**src/rtl/lkc_pkg.sv**
```systemverilog
package lkc_pkg;
  typedef enum logic [2:0] {
    ST_IDLE,
    ST_LOOK,
    ST_WB_RD,
    ST_WB_SEND,
    ST_FILL,
    ST_SINGLE
  } lkc_state_e;
endpackage

```
**src/rtl/lkc_way_ram.sv**
```systemverilog
module lkc_way_ram #(
  parameter int AW = 4,
  parameter int DW = 32
) (
  input  logic          clk,
  input  logic          we,
  input  logic [AW-1:0] waddr,
  input  logic [DW-1:0] wdata,
  input  logic [AW-1:0] raddr,
  output logic [DW-1:0] rdata
);
  localparam int DEPTH = 1 << AW;
  logic [DW-1:0] store [DEPTH];

  // simple dual-port, registered read
  always_ff @(posedge clk) begin
    if (we) store[waddr] <= wdata;
    rdata <= store[raddr];
  end
endmodule

```
**src/rtl/lkc_tag_store.sv**
```systemverilog
module lkc_tag_store #(
  parameter int IDX_W = 2,
  parameter int TAG_W = 8
) (
  input  logic                  clk,
  input  logic                  rst,
  input  logic [IDX_W-1:0]      idx,
  input  logic [TAG_W-1:0]      cmp_tag,
  output logic [1:0]            hit_o,
  output logic [1:0][TAG_W-1:0] tag_o,
  output logic [1:0]            valid_o,
  output logic [1:0]            dirty_o,
  output logic                  lru_o,
  input  logic                  fill_we,
  input  logic                  fill_way,
  input  logic                  fill_dirty,
  input  logic                  dirty_set,
  input  logic                  dirty_way,
  input  logic                  lru_we,
  input  logic                  lru_val
);
  localparam int SETS = 1 << IDX_W;

  for (genvar w = 0; w < 2; w++) begin : g_way
    logic [TAG_W-1:0] tags [SETS];
    logic [SETS-1:0]  vld;
    logic [SETS-1:0]  drt;

    always_ff @(posedge clk) begin
      if (rst) begin
        vld <= '0;
        drt <= '0;
      end else if (fill_we && fill_way == 1'(w)) begin
        tags[idx] <= cmp_tag;
        vld[idx]  <= 1'b1;
        drt[idx]  <= fill_dirty;
      end else if (dirty_set && dirty_way == 1'(w)) begin
        drt[idx]  <= 1'b1;
      end
    end

    assign tag_o[w]   = tags[idx];
    assign valid_o[w] = vld[idx];
    assign dirty_o[w] = drt[idx];
    assign hit_o[w]   = vld[idx] && (tags[idx] == cmp_tag);
  end

  // one bit per set naming the next victim way
  logic [SETS-1:0] lru_q;
  always_ff @(posedge clk) begin
    if (rst) lru_q <= '0;
    else if (lru_we) lru_q[idx] <= lru_val;
  end
  assign lru_o = lru_q[idx];

  AST_HIT_ONEHOT: assert property (@(posedge clk) disable iff (rst)
    $onehot0(hit_o));
endmodule

```
**src/rtl/lkc_victim_pick.sv**
```systemverilog
module lkc_victim_pick (
  input  logic [1:0] lock,
  input  logic       lru,
  output logic       vway,
  output logic       none_free
);
  always_comb begin
    none_free = &lock;
    if (lock[0])      vway = 1'b1;
    else if (lock[1]) vway = 1'b0;
    else              vway = lru;
  end
endmodule

```
**src/rtl/lockway_cache_ctrl.sv**
```systemverilog
module lockway_cache_ctrl #(
  parameter int IDX_W  = 2,
  parameter int TAG_W  = 8,
  parameter int WORD_W = 2,
  parameter int DATA_W = 32
) (
  input  logic                          clk,
  input  logic                          rst,
  input  logic [1:0]                    lock_way,
  input  logic                          req_valid,
  input  logic                          req_write,
  input  logic                          req_wt,
  input  logic [IDX_W-1:0]              req_index,
  input  logic [TAG_W-1:0]              req_tag,
  input  logic [WORD_W-1:0]             req_word,
  input  logic [DATA_W-1:0]             req_wdata,
  output logic                          req_ready,
  output logic                          resp_valid,
  output logic                          resp_hit,
  output logic [DATA_W-1:0]             resp_rdata,
  output logic                          mem_valid,
  output logic                          mem_we,
  output logic [TAG_W+IDX_W+WORD_W-1:0] mem_addr,
  output logic [DATA_W-1:0]             mem_wdata,
  input  logic                          mem_ack,
  input  logic [DATA_W-1:0]             mem_rdata
);
  import lkc_pkg::*;

  localparam int RAM_AW = IDX_W + WORD_W;
  localparam logic [WORD_W-1:0] LAST_WORD = '1;

  lkc_state_e state_q, state_d;

  logic              r_write, r_wt, r_hit, r_way, r_first;
  logic [IDX_W-1:0]  r_idx;
  logic [TAG_W-1:0]  r_tag, r_old_tag;
  logic [WORD_W-1:0] r_word, r_cnt;
  logic [DATA_W-1:0] r_wdata;

  logic [1:0]              hit;
  logic [1:0][TAG_W-1:0]   tag_rd;
  logic [1:0]              valid_rd, dirty_rd;
  logic                    lru_rd, vway, none_free, hway, beat;
  logic                    fill_we, dirty_set, lru_we, lru_val;
  logic [1:0]              ram_we;
  logic [RAM_AW-1:0]       ram_waddr, ram_raddr;
  logic [DATA_W-1:0]       ram_wdata;
  logic [1:0][DATA_W-1:0]  ram_rd;
  logic [WORD_W-1:0]       fill_word;

  lkc_tag_store #(.IDX_W(IDX_W), .TAG_W(TAG_W)) u_tags (
    .clk(clk), .rst(rst), .idx(r_idx), .cmp_tag(r_tag),
    .hit_o(hit), .tag_o(tag_rd), .valid_o(valid_rd), .dirty_o(dirty_rd),
    .lru_o(lru_rd), .fill_we(fill_we), .fill_way(r_way), .fill_dirty(r_write),
    .dirty_set(dirty_set), .dirty_way(hway), .lru_we(lru_we), .lru_val(lru_val)
  );

  lkc_victim_pick u_vic (
    .lock(lock_way), .lru(lru_rd), .vway(vway), .none_free(none_free)
  );

  for (genvar w = 0; w < 2; w++) begin : g_ram
    lkc_way_ram #(.AW(RAM_AW), .DW(DATA_W)) u_ram (
      .clk(clk), .we(ram_we[w]), .waddr(ram_waddr), .wdata(ram_wdata),
      .raddr(ram_raddr), .rdata(ram_rd[w])
    );
  end

  assign hway      = hit[1];
  assign beat      = mem_valid && mem_ack;
  assign fill_word = r_word + r_cnt;
  assign req_ready = (state_q == ST_IDLE);
  assign ram_raddr = (state_q == ST_IDLE) ? {req_index, req_word} : {r_idx, r_cnt};

  assign mem_valid = (state_q == ST_WB_SEND) || (state_q == ST_FILL) || (state_q == ST_SINGLE);
  assign mem_we    = (state_q == ST_WB_SEND) || (state_q == ST_SINGLE && r_write);
  assign mem_wdata = (state_q == ST_WB_SEND) ? ram_rd[r_way] : r_wdata;

  always_comb begin
    case (state_q)
      ST_WB_SEND: mem_addr = {r_old_tag, r_idx, r_cnt};
      ST_FILL:    mem_addr = {r_tag, r_idx, fill_word};
      default:    mem_addr = {r_tag, r_idx, r_word};
    endcase
  end

  always_comb begin
    state_d   = state_q;
    fill_we   = 1'b0;
    dirty_set = 1'b0;
    lru_we    = 1'b0;
    lru_val   = 1'b0;
    ram_we    = 2'b00;
    ram_waddr = {r_idx, r_word};
    ram_wdata = r_wdata;
    case (state_q)
      ST_IDLE: if (req_valid) state_d = ST_LOOK;
      ST_LOOK: begin
        if (|hit) begin
          lru_we  = 1'b1;
          lru_val = ~hway;
          if (r_write) begin
            ram_we[hway] = 1'b1;
            if (r_wt) state_d = ST_SINGLE;
            else begin
              dirty_set = 1'b1;
              state_d   = ST_IDLE;
            end
          end else begin
            state_d = ST_IDLE;
          end
        end else if (none_free || (r_write && r_wt)) begin
          state_d = ST_SINGLE;
        end else if (valid_rd[vway] && dirty_rd[vway]) begin
          state_d = ST_WB_RD;
        end else begin
          state_d = ST_FILL;
        end
      end
      ST_WB_RD: state_d = ST_WB_SEND;
      ST_WB_SEND: if (beat) state_d = (r_cnt == LAST_WORD) ? ST_FILL : ST_WB_RD;
      ST_FILL: begin
        if (beat) begin
          ram_we[r_way] = 1'b1;
          ram_waddr     = {r_idx, fill_word};
          ram_wdata     = (r_write && r_first) ? r_wdata : mem_rdata;
          if (r_cnt == LAST_WORD) begin
            fill_we = 1'b1;
            lru_we  = 1'b1;
            lru_val = ~r_way;
            state_d = ST_IDLE;
          end
        end
      end
      ST_SINGLE: if (beat) state_d = ST_IDLE;
      default: state_d = ST_IDLE;
    endcase
  end

  always_ff @(posedge clk) begin
    if (rst) begin
      state_q    <= ST_IDLE;
      resp_valid <= 1'b0;
      resp_hit   <= 1'b0;
      resp_rdata <= '0;
      r_write    <= 1'b0;
      r_wt       <= 1'b0;
      r_hit      <= 1'b0;
      r_way      <= 1'b0;
      r_first    <= 1'b0;
      r_idx      <= '0;
      r_tag      <= '0;
      r_old_tag  <= '0;
      r_word     <= '0;
      r_cnt      <= '0;
      r_wdata    <= '0;
    end else begin
      state_q    <= state_d;
      resp_valid <= 1'b0;
      case (state_q)
        ST_IDLE: if (req_valid) begin
          r_write <= req_write;
          r_wt    <= req_wt;
          r_idx   <= req_index;
          r_tag   <= req_tag;
          r_word  <= req_word;
          r_wdata <= req_wdata;
        end
        ST_LOOK: begin
          if (|hit) begin
            r_way <= hway;
            r_hit <= 1'b1;
            if (!(r_write && r_wt)) begin
              resp_valid <= 1'b1;
              resp_hit   <= 1'b1;
              resp_rdata <= r_write ? '0 : ram_rd[hway];
            end
          end else begin
            r_hit     <= 1'b0;
            r_way     <= vway;
            r_old_tag <= tag_rd[vway];
            r_cnt     <= '0;
            r_first   <= 1'b1;
          end
        end
        ST_WB_SEND: if (beat) r_cnt <= WORD_W'(r_cnt + 1'b1);
        ST_FILL: if (beat) begin
          r_cnt   <= WORD_W'(r_cnt + 1'b1);
          r_first <= 1'b0;
          if (r_first) begin
            resp_valid <= 1'b1;
            resp_hit   <= 1'b0;
            resp_rdata <= r_write ? '0 : mem_rdata;
          end
        end
        ST_SINGLE: if (beat) begin
          resp_valid <= 1'b1;
          resp_hit   <= r_hit;
          resp_rdata <= r_write ? '0 : mem_rdata;
        end
        default: ;
      endcase
    end
  end

  AST_READY_DROP: assert property (@(posedge clk) disable iff (rst)
    (req_valid && req_ready) |=> !req_ready);
  AST_ONE_RESP: assert property (@(posedge clk) disable iff (rst)
    resp_valid |=> !resp_valid);
  AST_VICTIM_UNLOCKED: assert property (@(posedge clk) disable iff (rst)
    (state_q == ST_LOOK && (state_d == ST_FILL || state_d == ST_WB_RD)) |-> !lock_way[vway]);
  AST_BOTH_LOCKED_UNCACHED: assert property (@(posedge clk) disable iff (rst)
    (state_q == ST_LOOK && hit == 2'b00 && lock_way == 2'b11) |=> state_q == ST_SINGLE);
  AST_WT_MISS_NOALLOC: assert property (@(posedge clk) disable iff (rst)
    (state_q == ST_LOOK && hit == 2'b00 && r_write && r_wt) |=> state_q == ST_SINGLE);
  AST_BEAT_HOLD: assert property (@(posedge clk) disable iff (rst)
    (mem_valid && !mem_ack) |=> (mem_valid && $stable(mem_addr) && $stable(mem_we) && $stable(mem_wdata)));
endmodule

```
**config.mk**
```make
export PLATFORM = sky130hd
export DESIGN_NAME = lockway_cache_ctrl
export DESIGN_NICKNAME = d
export VERILOG_FILES = /design/src/rtl/lkc_pkg.sv /design/src/rtl/lkc_way_ram.sv /design/src/rtl/lkc_tag_store.sv /design/src/rtl/lkc_victim_pick.sv /design/src/rtl/lockway_cache_ctrl.sv
export SDC_FILE = /design/constraint.sdc
export NUM_CORES = 2
export LEC_CHECK = 0
export BUFFER_PORTS_ARGS = -buffer_cell sky130_fd_sc_hd__buf_2
export CORE_ASPECT_RATIO = 0.6
export CORE_MARGIN = 2
export CORE_UTILIZATION = 30
export DETAILED_ROUTE_END_ITERATION = 8
export MAX_ROUTING_LAYER = met4
export PLACE_DENSITY_LB_ADDON = 0.3
export SETUP_SLACK_MARGIN = 0.1
export SYNTH_ARGS = -nofsm -noshare
export SYNTH_HDL_FRONTEND = slang
export SYNTH_SLANG_ARGS = --single-unit
export TNS_END_PERCENT = 10
```
**constraint.sdc**
```tcl
create_clock -name clk -period 3.9 [get_ports clk]
set_input_delay 0.585 -clock clk [delete_from_list [all_inputs] [get_ports clk]]
set_output_delay 0.585 -clock clk [all_outputs]
set_load 0.02 [all_outputs]
```
* After elaboration in Yosys (flattened, before gate mapping)
Memories as Yosys holds them, arrays and structs flattened. A register that Yosys moved wholly into a read port is not among the register bits.
Cells that the tools add are included.
** Storage, ports and cells
- Register bits :: 116
- Latch bits :: 0
- RAM bits :: 1088
- Bits in read-only memories :: 0
- Input bits :: 84
- Output and inout bits :: 81
- Memories :: 4
** Operators by class
- $add $sub $neg :: 2
- Multipliers :: 0
- Divide/modulo/power cells :: 0
- Magnitude comparators :: 7
- Eq/ne operators :: 18
- Shift operators :: 0
- Multiplexer cells :: 113
- Bitwise operators :: 7
- Reduce and logical (&&, ||, !) cells :: 33
** Memory list
- g_ram[0].u_ram.store :: depth 16, bits a word 32, read ports 1, clocked after Yosys merged registers in 1, write ports 1, RTL line lkc_way_ram.sv:13 : logic [DW-1:0] store [DEPTH];
- g_ram[1].u_ram.store :: depth 16, bits a word 32, read ports 1, clocked after Yosys merged registers in 1, write ports 1, RTL line lkc_way_ram.sv:13
- u_tags.g_way[0].tags :: depth 4, bits a word 8, read ports 1, clocked after Yosys merged registers in 1, write ports 1, RTL line lkc_tag_store.sv:25 : logic [TAG_W-1:0] tags [SETS];
- u_tags.g_way[1].tags :: depth 4, bits a word 8, read ports 1, clocked after Yosys merged registers in 1, write ports 1, RTL line lkc_tag_store.sv:25
** Operators by type and width (count)
- 32-bit 2-to-1 mux :: 15
- 32-bit one-hot mux with 3 select lines :: 1
- 1-bit 2-to-1 mux :: 48
- 3-bit 2-to-1 mux :: 11
- 12-bit one-hot mux with 2 select lines :: 1
- 2-bit 2-to-1 mux :: 11
- 4-bit 2-to-1 mux :: 5
- 3-bit one-hot mux with 6 select lines :: 1
- 8-bit == test :: 2
- 8-bit 2-to-1 mux :: 2
- 2-bit inequality test, second input constant :: 8
- 4-bit OR :: 4
- 1-bit logical AND :: 14
- 4-bit bitwise mux :: 3
- 1-bit binary-select mux with 2-bit select :: 5
- 2-bit one-hot mux with 2 select lines :: 2
- 2-bit nonzero test :: 4
- 3-bit by 2-bit == test with 1-bit output, second input constant :: 2
- 3-bit == test, second input constant :: 2
- 1-bit by 2-bit < comparator with 1-bit output, second input constant :: 3
- 1-bit one-hot mux with 2 select lines :: 3
- 1-bit one-hot mux with 3 select lines :: 2
- 2-bit AND reduction :: 3
- 3-bit AND reduction :: 2
- 17 further kinds :: 26

* Depth between registers and ports, before layout
- Depth in word-level cells :: 12
- Depth in mapped cells :: 11

* Cells and area by module
A second synthesis with hierarchy kept.
** Second synthesis, totals
- Cells, all modules :: 2644
- Area, all modules :: 49045.8 um2
** By module, submodules not included
- lkc_way_ram :: times used 2, cells each 838, area an instance 19835.3 um2, seq. area each 16015.4 um2
- lockway_cache_ctrl :: times used 1, cells each 761, area an instance 5973.2 um2, seq. area each 1921.8 um2
- lkc_tag_store :: times used 1, cells each 204, area an instance 3383.2 um2, seq. area each 2322.2 um2
- lkc_victim_pick :: times used 1, cells each 3, area an instance 18.8 um2, seq. area each 0.0 um2

* Worst setup path before layout
No wires, ideal clock.
- Path type :: register -> register
- From :: register (tool-made name)
- To :: memory g_ram[1].u_ram.store[13][0] (enable)
- Setup time :: 0.421 ns
- Arrival :: 3.659 ns
- Required time :: 3.479 ns
- Setup slack :: -0.180 ns
- Stages on the path, launching flop included :: 11
- Buffers on the path :: 3
- Cells stage by stage :: dfxtp_1 -> buf_6 -> buf_8 -> mux4_2 -> xnor2_1 -> nand4_1 -> nor3_1 -> buf_4 -> a32oi_1 -> or2_1 -> nor2_1
** RTL lines (RTL line)
- end: declaration :: lkc_way_ram.sv:13

==> metrics.txt <==
headroom to the max-slew limit=39.4%; share of Yosys cell area claimed by the top area cell type=66.1%; Max Clock Freq=277 MHz; CORE AREA=164000 sq um; TritonCTS Sinks=1270; # Post-CTS Setup Buffers=0; vias in the first global route=approximately 26000; Tot GR Track Use=between 10% and 20%; minimum period implied by the final worst setup slack=3.61 ns; fraction of the cycle the final worst path needs=92.6%; # fillers=15300; top cells by area, synth=sky130_fd_sc_hd__edfxtp_1 (66%), sky130_fd_sc_hd__mux4_2 (13%), sky130_fd_sc_hd__dfxtp_1 (7.4%); # port buffers=approximately 160; buffers plus inverters on the worst setup path=2; number of nets in the layout=3070; RSZ-0062 raised after global routing=true; worst IR drop on VDD=0.000356 V; average routed wire per standard cell=24.5 um; number of unique standard cell types used by synthesis=56; path category of the worst min-delay check=in -> reg; Worst Setup Path Type=reg -> reg; largest delay contributor family on the critical path=simple AND/OR/NAND/NOR gates; Crit. End Element=register; total of flip-flops plus latches after synthesis=~1300; Max Clock Skew=approximately 0.044 ns; leakage power=about 19 nW; Worst-path clk slew=0.07 ns; Routability Congestion=0.825; vertical extent of the die=318 um; total number of vias=around 27000; share of synthesized area occupied by flip-flops and latches=between 70 and 80%; pin count of the biggest net entering global routing=67; gate count of the mapped netlist=2759; area of the mapped netlist=49500 sq um; layout cell share with drive strength beyond 1=approximately 27%; worst skew pair latency=0.72 ns; Hold WS=0.0991 ns; number of enable-type register cells in the synthesized netlist=1088; TritonCTS Buffers=around 110; root buf cell=sky130_fd_sc_hd__clkbuf_16; CTS hold repair buffers=0; Hold Fails Final Rpt=0; slowest cell delay on critical path=0.65 ns; Slew @ Worst Pin=0.909 ns; per-cell via count in the routed design=5.09; Post-DP Area=54200 sq um; syn_area_per_cell=between 15 and 20 sq um; Longest Clk Path Bufs=3; synthesis warning total=0; most common cell in the netlist=sky130_fd_sc_hd__edfxtp_1; chain of cells forming the critical path=buf_4, mux4_2, xnor2_1, nand4_1, nor3_4, a41o_4, nand2_2, nor2_4, buf_4; setup-violating endpoint count in the final report=0; Cell Pwr Density=594 nW/um^2; post-detailed-routing wire length=128000 um; most frequently used flop master after synthesis=sky130_fd_sc_hd__edfxtp_1; die area=168000 sq um; post-synthesis to final-layout area growth=16.6%; post-route antenna net violation count=0; cell type of the slowest stage on the worst timing path=sky130_fd_sc_hd__dfxtp_1; data required time of the worst path=4.28 ns; most frequent cell on the critical path=sky130_fd_sc_hd__buf_4; Async SR Flop Fraction=0%; arrival time at the worst endpoint=3.99 ns; count of boundary I/O pins=165; most frequent cells after synthesis=sky130_fd_sc_hd__edfxtp_1 (1088), sky130_fd_sc_hd__nand2_1 (281), sky130_fd_sc_hd__mux4_2 (277); Detail Placement HPWL=approximately 83000 um; Die Width=roughly 530 um; # rows=about 120; DR DRC count=0; first-pass GRT wire length=188000 um; Max-Cap Viols=0; clock tree from TritonCTS=built; number of antenna violations at the first check in global routing=3; final design instance area without fill=about 58000 sq um; number of pins exceeding their max-slew limit in the final report=0; Pre-Repair DR Iteration Count=6; number of DRC violations after detailed-routing iteration 0=~2900; critical path launch point type=register; depth of the CTS H-tree=3; Starting Density=between 30% and 40%; top fanout value on the critical path=21; library cell occupying the most area in the post-synthesis netlist=sky130_fd_sc_hd__edfxtp_1; outcome=finished, final reports clean; sum of overflow across all layers after global routing=0; number of nets in the synthesized netlist=2845
worst reg2reg max path: stages, from the launching register on:
cell and delay (ns):
sky130_fd_sc_hd__dfxtp_1 0.65, sky130_fd_sc_hd__buf_4 0.28, sky130_fd_sc_hd__mux4_2 0.62, sky130_fd_sc_hd__xnor2_1 0.19, sky130_fd_sc_hd__nand4_1 0.18, sky130_fd_sc_hd__nor3_4 0.36
sky130_fd_sc_hd__a41o_4 0.33, sky130_fd_sc_hd__nand2_2 0.16, sky130_fd_sc_hd__nor2_4 0.13, sky130_fd_sc_hd__buf_4 0.36
final cells by class:
cell class	instances	area [sq um]	share of cell area (%)
inverters	12	45.0	0.0781
diodes	3	7.51	0.0130
well taps	2164	2710	4.70
clock inverters	69	628	1.09
multi-input cells	1292	12600	21.9
flip-flops and latches	1270	36300	63.0
repair buffers	303	2540	4.41
clock buffers	127	2780	4.83
where the power goes:
group / internal (mW) / total (mW) / switching, mW
Sequential: 15.8 / 16.4 / 0.581
Combinational: 2.91 / 7.27 / 4.36
Clock: 5.61 / 10.6 / 5.01
metrics by stage:
stage          worst slack [ns]  utilization, %  std cells  total power, mW  TNS [ns]
2_1_floorplan            -0.180               -       2759             21.0   -111.45
3_3_place_gp              0.131            33.1       5041             24.1         0
3_5_place_dp              0.172            33.1       5041             24.1         0
4_1_cts                   0.161            35.2       5237             34.7         0
5_1_grt                  0.0707            35.2       5239             35.7         0
6_report                  0.289            35.2       5240             34.3         0
placed cells by master, fill, tap and decap left out, types with 40 or more instances in the layout:
cell type,count
sky130_fd_sc_hd__mux2i_1,72
sky130_fd_sc_hd__buf_2,164
sky130_fd_sc_hd__clkbuf_16,107
sky130_fd_sc_hd__edfxtp_1,1088
sky130_fd_sc_hd__buf_4,85
sky130_fd_sc_hd__nor2_1,55
sky130_fd_sc_hd__and2_1,68
sky130_fd_sc_hd__a31oi_1,72
sky130_fd_sc_hd__mux2_2,40
sky130_fd_sc_hd__a21oi_1,62
sky130_fd_sc_hd__o21ai_0,43
sky130_fd_sc_hd__nand2_1,278
sky130_fd_sc_hd__dfxtp_1,181
sky130_fd_sc_hd__mux4_2,277
sky130_fd_sc_hd__buf_12,54
sky130_fd_sc_hd__a211oi_1,78
per-layer routing:
layer / global-route usage [%] / part of all wire (%)
met1: 24.9 / 51
met4: 2.57 / 1.4
met2: 20.2 / 41
met5: - / 0
met3: 2.87 / 6.4
final timing paths:
| kind | start | to | slack (ns) | depth (start not counted) |
|---|---|---|---|---|
| setup reg to reg | register | g_ram[0].u_ram.store[5][7]$_DFFE_PP_ | 0.29 | 9 |
| hold / removal | req_wdata[30] | r_wdata[30]$_SDFFE_PP0P_ | 0.1 | 3 |
| hold reg to reg | u_tags.g_way[0].vld[3]$_SDFFE_PP0N_ | u_tags.g_way[0].vld[3]$_SDFFE_PP0N_ | 0.45 | 1 |
| setup / recovery | register | g_ram[0].u_ram.store[5][7]$_DFFE_PP_ | 0.29 | 9 |
registers in the layout, indices dropped and copies added, names as in the netlist, 2 cells and up, named ones only:
signal and count:
r_tag 8, u_tags.g_way.vld 8, u_tags.g_way.tags 64, g_ram.u_ram.rdata 64
resp_rdata 32, g_ram.u_ram.store 1024, r_word 2, r_old_tag 8
state_q 3, r_wdata 32, u_tags.lru_q 4, u_tags.g_way.drt 8
r_cnt 2, r_idx 2
kinds of logic after synthesis:
kind of cell,after synthesis,share of synthesized area (%)
compound gates,354,4.66
xor+xnor,17,0.301
fa+ha+maj,2,0.0506
buf+inv,197,1.67
flops,1270,73.4
mux,394,15.1
simple gates,525,4.80
timing repair:
action | CTS | global route
hold endpoints to repair | 0 | 0
resized for setup | 0 | 1
endpoints found under the setup margin | 0 | 508
Power figures use the tool's default switching activity.
